--- src/rtl/spr_pkg.sv ---
package spr_pkg;
  typedef enum logic [1:0] {
    SRC_A    = 2'd0,
    SRC_B    = 2'd1,
    SRC_NONE = 2'd2
  } src_e;

  // Which controller feeds a given port (port_is_2 = 0 for port 1).
  function automatic src_e route_src(input logic share, input logic alt,
                                     input logic own, input logic port_is_2);
    src_e s;
    if (!share) begin
      s = ((port_is_2 ^ alt) == 1'b0) ? SRC_A : SRC_B;
    end else if (alt == port_is_2) begin
      s = own ? SRC_B : SRC_A;
    end else begin
      s = SRC_NONE;
    end
    return s;
  endfunction
endpackage

--- src/rtl/spr_cfg.sv ---
module spr_cfg (
  input  logic clk,
  input  logic rst_n,
  input  logic we,
  input  logic busy,
  input  logic share_d,
  input  logic alt_d,
  input  logic ovr_en_d,
  input  logic ovr_a_d,
  input  logic ovr_b_d,
  output logic share_q,
  output logic alt_q,
  output logic ovr_en_q,
  output logic ovr_a_q,
  output logic ovr_b_q
);
  logic take;
  assign take = we & ~busy;

  always_ff @(posedge clk or negedge rst_n) begin
    if (!rst_n) begin
      share_q  <= 1'b0;
      alt_q    <= 1'b0;
      ovr_en_q <= 1'b0;
      ovr_a_q  <= 1'b0;
      ovr_b_q  <= 1'b0;
    end else if (take) begin
      share_q  <= share_d;
      alt_q    <= alt_d;
      ovr_en_q <= ovr_en_d;
      ovr_a_q  <= ovr_a_d;
      ovr_b_q  <= ovr_b_d;
    end
  end
endmodule

--- src/rtl/spr_port_mux.sv ---
module spr_port_mux #(
  parameter int CW = 16,
  parameter int CS = 2,
  parameter int PW = 16,
  parameter int PS = 2
) (
  input  spr_pkg::src_e          src,
  input  logic [1:0]             sck,
  input  logic [1:0]             sck_n,
  input  logic [1:0][CW-1:0]     dout,
  input  logic [1:0][CW-1:0]     doe,
  input  logic [1:0][CS-1:0]     dqs_o,
  input  logic [1:0][CS-1:0]     dqs_oe,
  input  logic [1:0]             cs_n,
  input  logic [1:0]             sel_eff,
  output logic                   p_sck,
  output logic                   p_sck_n,
  output logic [PW-1:0]          p_dout,
  output logic [PW-1:0]          p_doe,
  output logic [PS-1:0]          p_dqs_o,
  output logic [PS-1:0]          p_dqs_oe,
  output logic [1:0]             p_cs_n
);
  logic idx;
  logic live;

  assign idx  = (src == spr_pkg::SRC_B);
  assign live = (src != spr_pkg::SRC_NONE);

  always_comb begin
    p_sck    = 1'b0;
    p_sck_n  = 1'b0;
    p_dout   = '0;
    p_doe    = '0;
    p_dqs_o  = '0;
    p_dqs_oe = '0;
    if (live) begin
      p_sck    = sck[idx];
      p_sck_n  = sck_n[idx];
      p_dout   = dout[idx][PW-1:0];
      p_doe    = doe[idx][PW-1:0];
      p_dqs_o  = dqs_o[idx][PS-1:0];
      p_dqs_oe = dqs_oe[idx][PS-1:0];
    end
  end

  for (genvar k = 0; k < 2; k++) begin : g_cs
    assign p_cs_n[k] = (live && (sel_eff[idx] == 1'(k))) ? cs_n[idx] : 1'b1;
  end
endmodule

--- src/rtl/spr_pin_router.sv ---
module spr_pin_router #(
  parameter int DW = 16,
  parameter int SW = 2,
  parameter int NW = 8,
  parameter int NS = 1
) (
  input  logic          clk,
  input  logic          rst_n,
  input  logic          cfg_we,
  input  logic          cfg_share,
  input  logic          cfg_alt,
  input  logic          cfg_ovr_en,
  input  logic          cfg_ovr_sel_a,
  input  logic          cfg_ovr_sel_b,
  input  logic          owner,
  input  logic          a_en,
  input  logic          a_sck,
  input  logic          a_sck_n,
  input  logic [DW-1:0] a_dout,
  input  logic [DW-1:0] a_doe,
  output logic [DW-1:0] a_din,
  input  logic [SW-1:0] a_dqs_o,
  input  logic [SW-1:0] a_dqs_oe,
  output logic [SW-1:0] a_dqs_i,
  input  logic          a_cs_n,
  input  logic          a_cs_sel,
  input  logic          b_en,
  input  logic          b_sck,
  input  logic          b_sck_n,
  input  logic [DW-1:0] b_dout,
  input  logic [DW-1:0] b_doe,
  output logic [DW-1:0] b_din,
  input  logic [SW-1:0] b_dqs_o,
  input  logic [SW-1:0] b_dqs_oe,
  output logic [SW-1:0] b_dqs_i,
  input  logic          b_cs_n,
  input  logic          b_cs_sel,
  output logic          p1_sck,
  output logic          p1_sck_n,
  output logic [DW-1:0] p1_dout,
  output logic [DW-1:0] p1_doe,
  input  logic [DW-1:0] p1_din,
  output logic [SW-1:0] p1_dqs_o,
  output logic [SW-1:0] p1_dqs_oe,
  input  logic [SW-1:0] p1_dqs_i,
  output logic [1:0]    p1_cs_n,
  output logic          p2_sck,
  output logic          p2_sck_n,
  output logic [NW-1:0] p2_dout,
  output logic [NW-1:0] p2_doe,
  input  logic [NW-1:0] p2_din,
  output logic [NS-1:0] p2_dqs_o,
  output logic [NS-1:0] p2_dqs_oe,
  input  logic [NS-1:0] p2_dqs_i,
  output logic [1:0]    p2_cs_n
);
  import spr_pkg::*;

  logic share_q, alt_q, ovr_en_q, ovr_a_q, ovr_b_q;
  src_e src_p1, src_p2;

  logic [1:0]         sck_v, sck_n_v, cs_n_v, sel_eff;
  logic [1:0][DW-1:0] dout_v, doe_v;
  logic [1:0][SW-1:0] dqs_o_v, dqs_oe_v;
  logic [DW-1:0]      p2_din_x;
  logic [SW-1:0]      p2_dqs_x;
  logic [1:0][DW-1:0] din_back;
  logic [1:0][SW-1:0] dqs_back;

  spr_cfg u_cfg (
    .clk(clk), .rst_n(rst_n), .we(cfg_we), .busy(a_en | b_en),
    .share_d(cfg_share), .alt_d(cfg_alt), .ovr_en_d(cfg_ovr_en),
    .ovr_a_d(cfg_ovr_sel_a), .ovr_b_d(cfg_ovr_sel_b),
    .share_q(share_q), .alt_q(alt_q), .ovr_en_q(ovr_en_q),
    .ovr_a_q(ovr_a_q), .ovr_b_q(ovr_b_q)
  );

  assign src_p1 = route_src(share_q, alt_q, owner, 1'b0);
  assign src_p2 = route_src(share_q, alt_q, owner, 1'b1);

  assign sck_v    = {b_sck, a_sck};
  assign sck_n_v  = {b_sck_n, a_sck_n};
  assign dout_v   = {b_dout, a_dout};
  assign doe_v    = {b_doe, a_doe};
  assign dqs_o_v  = {b_dqs_o, a_dqs_o};
  assign dqs_oe_v = {b_dqs_oe, a_dqs_oe};
  assign cs_n_v   = {b_cs_n, a_cs_n};
  assign sel_eff  = ovr_en_q ? {ovr_b_q, ovr_a_q} : {b_cs_sel, a_cs_sel};

  spr_port_mux #(.CW(DW), .CS(SW), .PW(DW), .PS(SW)) u_p1 (
    .src(src_p1), .sck(sck_v), .sck_n(sck_n_v), .dout(dout_v), .doe(doe_v),
    .dqs_o(dqs_o_v), .dqs_oe(dqs_oe_v), .cs_n(cs_n_v), .sel_eff(sel_eff),
    .p_sck(p1_sck), .p_sck_n(p1_sck_n), .p_dout(p1_dout), .p_doe(p1_doe),
    .p_dqs_o(p1_dqs_o), .p_dqs_oe(p1_dqs_oe), .p_cs_n(p1_cs_n)
  );

  spr_port_mux #(.CW(DW), .CS(SW), .PW(NW), .PS(NS)) u_p2 (
    .src(src_p2), .sck(sck_v), .sck_n(sck_n_v), .dout(dout_v), .doe(doe_v),
    .dqs_o(dqs_o_v), .dqs_oe(dqs_oe_v), .cs_n(cs_n_v), .sel_eff(sel_eff),
    .p_sck(p2_sck), .p_sck_n(p2_sck_n), .p_dout(p2_dout), .p_doe(p2_doe),
    .p_dqs_o(p2_dqs_o), .p_dqs_oe(p2_dqs_oe), .p_cs_n(p2_cs_n)
  );

  always_comb begin
    p2_din_x = '0;
    p2_din_x[NW-1:0] = p2_din;
    p2_dqs_x = '0;
    p2_dqs_x[NS-1:0] = p2_dqs_i;
  end

  for (genvar c = 0; c < 2; c++) begin : g_ret
    logic from_p1, from_p2;
    assign from_p1 = (src_p1 == src_e'(c));
    assign from_p2 = (src_p2 == src_e'(c));
    assign din_back[c] = (from_p1 ? p1_din : '0) | (from_p2 ? p2_din_x : '0);
    assign dqs_back[c] = (from_p1 ? p1_dqs_i : '0) | (from_p2 ? p2_dqs_x : '0);
  end

  assign a_din   = din_back[0];
  assign b_din   = din_back[1];
  assign a_dqs_i = dqs_back[0];
  assign b_dqs_i = dqs_back[1];
endmodule

--- config.mk ---
export PLATFORM = sky130hd
export DESIGN_NAME = spr_pin_router
export DESIGN_NICKNAME = d
export VERILOG_FILES = /design/src/rtl/spr_pkg.sv /design/src/rtl/spr_cfg.sv /design/src/rtl/spr_port_mux.sv /design/src/rtl/spr_pin_router.sv
export SDC_FILE = /design/constraint.sdc
export NUM_CORES = 1
export LEC_CHECK = 0
export ABC_AREA = 1
export BUFFER_PORTS_ARGS = -buffer_cell sky130_fd_sc_hd__buf_2
export CORE_AREA = 5 5 80 82
export DETAILED_ROUTE_END_ITERATION = 16
export DIE_AREA = 0 0 85 87
export PLACE_DENSITY = 0.88
export SLEW_MARGIN = 10
export SYNTH_ARGS = -nofsm -noshare
export SYNTH_HDL_FRONTEND = slang
export SYNTH_SLANG_ARGS = --single-unit
--- constraint.sdc ---
create_clock -name clk -period 1.2 [get_ports clk]
set_input_delay 0.12 -clock clk [delete_from_list [all_inputs] [get_ports clk]]
set_output_delay 0.12 -clock clk [all_outputs]
set_load 0.05 [all_outputs]
==> results.py <==
metrics = {
    "logic_synthesis": {
        "synth.most_common_cell": "nand2_1",
        "ys.flop_type": "dfrtp_1",
        "seq_area_frac_synth_pct": 8.38,
        "synth_cell_type_count": 16,
        "synth_cells": 295,
        "yosys.area.top_type": "nand2_1",
        "netlist_area_sq_um": 1490,
        "netlist_top_cells_count": "nand2_1, inv_1, o22ai_1",
        "netlist.area_leader.share_pct": 26.9,
        "synth_edf_count": 0,
        "syn_nets": 413,
        "synth.area.top_cells": "nand2_1, inv_1, o22ai_1",
        "yosys_warnings": 0,
        "ys_ff_latch": 5,
        "async_reset_ff_share_pct": 100,
        "syn_avg_cell_area_sq_um": 5.06,
    },
    "detailed_routing": {
        "ant_nets": 0,
        "firstDrtPassIters": 4,
        "avgRoutedWirePerCell_microns": 19.5,
        "wl_microns": 11900,
        "drt_iter0_drc": 92,
        "avgViaCountPerCell": 5.06,
        "drc_errors": 0,
        "vias": 3079,
    },
    "job": {
        "maxCapViolCount": 0,
    },
    "placed_design": {
        "hpwl_microns": 7510,
        "gp_congestion": 0.889,
        "portBuffers": 215,
    },
    "clocking": {
        "htree_levels": 1,
        "clk_latency_ps": 230,
        "numCtsBuffers": 3,
        "clockRootBuffer": "clkbuf_8",
        "clockBufferDepth": 2,
        "clk_transition_reported_paths_ps": 40,
        "cts_tree": "done",
        "clkSinkCount": 5,
    },
    "global_route": {
        "met1_usage_pct": 30.1,
        "track_usage_pct": 30.3,
        "grt_max_degree": 21,
        "grt_pass1_wl_microns": 17800,
        "antenna_found_initial": 0,
        "overflow": 0,
        "gr-max-usage-layer": "met2",
        "met3_usage_pct": 5.96,
        "grt.met2_usage_pct": 59.9,
        "grt_pass1_vias": 3412,
    },
    "timing": {
        "slew_headroom_pct": 78.3,
        "clock_skew_ps": 0,
        "timing.hold.ws_ps": 141,
        "slew_viol_final": 0,
        "max_freq_mhz": 595,
        "min_period_ps": 1680,
        "setup_viol": 98,
        "post-route-period-util_pct": 140,
        "tightest_slew_ps": 325,
        "worst_slack_ps": -481,
        "hold_viol_final": 0,
        "rsz0062_at_grt": "yes",
    },
    "min_path": {
        "hold_class": "in -> reg",
    },
    "floorplanning": {
        "initial_utilization_pct": 26.3,
        "die_w_microns": 85,
        "dieHeight_microns": 87,
        "coreArea_sq_um": 5680,
        "dieArea_sq_um": 7400,
        "ios": 216,
        "rows": 28,
    },
    "power": {
        "cellLeakagePower_uw": 0.00248,
        "switching_power_uw": 4390,
        "internal-power_uw": 3220,
        "ir_drop_mv": 1.17,
        "power_frac_comb_pct": 92.7,
        "clkPwrFrac_pct": 4.3,
        "p_seq_share_pct": 3.0,
        "netSwitchingFraction_pct": 57.7,
        "p_per_area_nw_per_um2": 1540,
    },
    "worst_setup_path": {
        "start_kind": "flip-flop",
        "cpPeakStageDelay_ps": 400,
        "crit_fanout": 11,
        "crit_buf_inv": 3,
        "critPathKind": "reg -> out",
        "path_common_cell": "nand2_8",
        "cp_data_arrival_time_ps": 1560,
        "cpMaxStageDelayCell": "dfrtp_1",
        "cp-end-kind": "output pin",
        "worstPathRequired_ps": 1080,
        "cp_top_family": "buffers and inverters",
        "crit_chain": "nand2_2, buf_6, nand2_8, nand2_8, buf_12, o22ai_4, buf_8",
    },
    "cells_and_area": {
        "layout.nets": 653,
        "final_core_util_pct": 87.0,
        "num_antenna_cells": 0,
        "area_growth_pct": 231,
        "drive_gt1_share_pct": 77.2,
    },
    "outcome": {
        "violations": "negative setup slack",
        "outcome": "complete, but fails checks",
    },
}
layer usage:
layer / routed length (microns) / part of all wire (%)
met1: 3820 / 32
met2: 6800 / 57
met3: 807 / 6.8
met4: 443 / 3.7
met5: 0 / 0
path summary, 6_finish.rpt:
kind / start / endpoint / slack (ps) / depth (start not counted)
max: u_cfg.share_q$_DFFE_PN0P_ / p1_dout[1] / -480 / 7
min: cfg_share / u_cfg.share_q$_DFFE_PN0P_ / 140 / 3
max reg2reg: u_cfg.alt_q$_DFFE_PN0P_ / u_cfg.alt_q$_DFFE_PN0P_ / 220 / 4
min reg2reg: u_cfg.ovr_a_q$_DFFE_PN0P_ / u_cfg.ovr_a_q$_DFFE_PN0P_ / 540 / 2
max in group asynchronous: rst_n / u_cfg.alt_q$_DFFE_PN0P_ / 830 / 2
min in group asynchronous: rst_n / u_cfg.ovr_b_q$_DFFE_PN0P_ / 230 / 2
cell usage in the layout, fill, tap and decap left out:
cell type,instances
inv_4,1
dlygate4sd3_1,1
o21ai_2,14
nand2_4,26
dfrtp_2,1
nor2_1,6
o22ai_4,40
inv_2,1
nand3_2,1
buf_6,72
clkbuf_8,3
dfrtp_1,4
nand3_1,2
nand2_8,2
buf_16,5
o21ai_4,4
nor2_4,18
clkbuf_1,1
o21ai_0,2
inv_1,66
nand2_2,50
bufbuf_16,1
inv_8,1
buf_8,31
buf_12,11
buf_4,13
nand2_1,35
a21oi_1,5
buf_2,117
cell type report:
cell class,count,area (sq um)
Tap cell,75,93.8
Multi-Input combinational cell,205,2050
Sequential cell,5,126
Timing Repair Buffer,251,2360
Clock buffer,4,45.0
Inverter,69,269
Fill cell,290,736
registers in the layout, summed over array words and instances (netlist names):
| name | flops |
|---|---|
| u_cfg.alt_q | 1 |
| u_cfg.share_q | 1 |
| u_cfg.ovr_en_q | 1 |
| u_cfg.ovr_b_q | 1 |
| u_cfg.ovr_a_q | 1 |
worst reg2reg max path: cells and delay by family (launching register included):
| family | cells | cell delay (ps) |
|---|---|---|
| DFF | 1 | 430 |
| buffers and inverters | 3 | 330 |
| AOI/OAI and AO/OA | 1 | 130 |
stage by stage:
step | power [uW] | cells | instance area [sq um] | TNS, ps | setup slack [ps]
2_1_floorplan | 4470 | 295 | 2490 | -8590 | -169
3_3_place_gp | 5530 | 594 | 3770 | -20350 | -254
3_5_place_dp | 5630 | 594 | 3770 | -24410 | -317
4_1_cts | 7480 | 609 | 4900 | -39330 | -461
5_1_grt | 7880 | 609 | 4940 | -46980 | -536
6_report | 7620 | 609 | 4940 | -41600 | -481
power groups by stage:
stage	logic, uW	registers, uW	clock network (uW)
after CTS	6920	228	332
final	7060	231	326
after global placement	5310	222	0
after detailed placement	5410	226	0
after floorplan	4240	223	0
after global routing	7300	234	340
what timing repair did:
action                     in CTS  in global routing
hold buffers                    1                  0
resized for setup             273                 11
cloned                          6                  0
setup buffers                   4                  0
hold endpoints to repair        5                  0
setup endpoints to repair      98                 98
pin swaps                       7                  2
cells by family after synthesis:
family / Yosys count / synth area share [%]
flops: 5 / 8.38
buf+inv: 85 / 25.1
simple gates: 140 / 36.8
compound gates: 65 / 29.7
(Power assumes the default switching activity.)
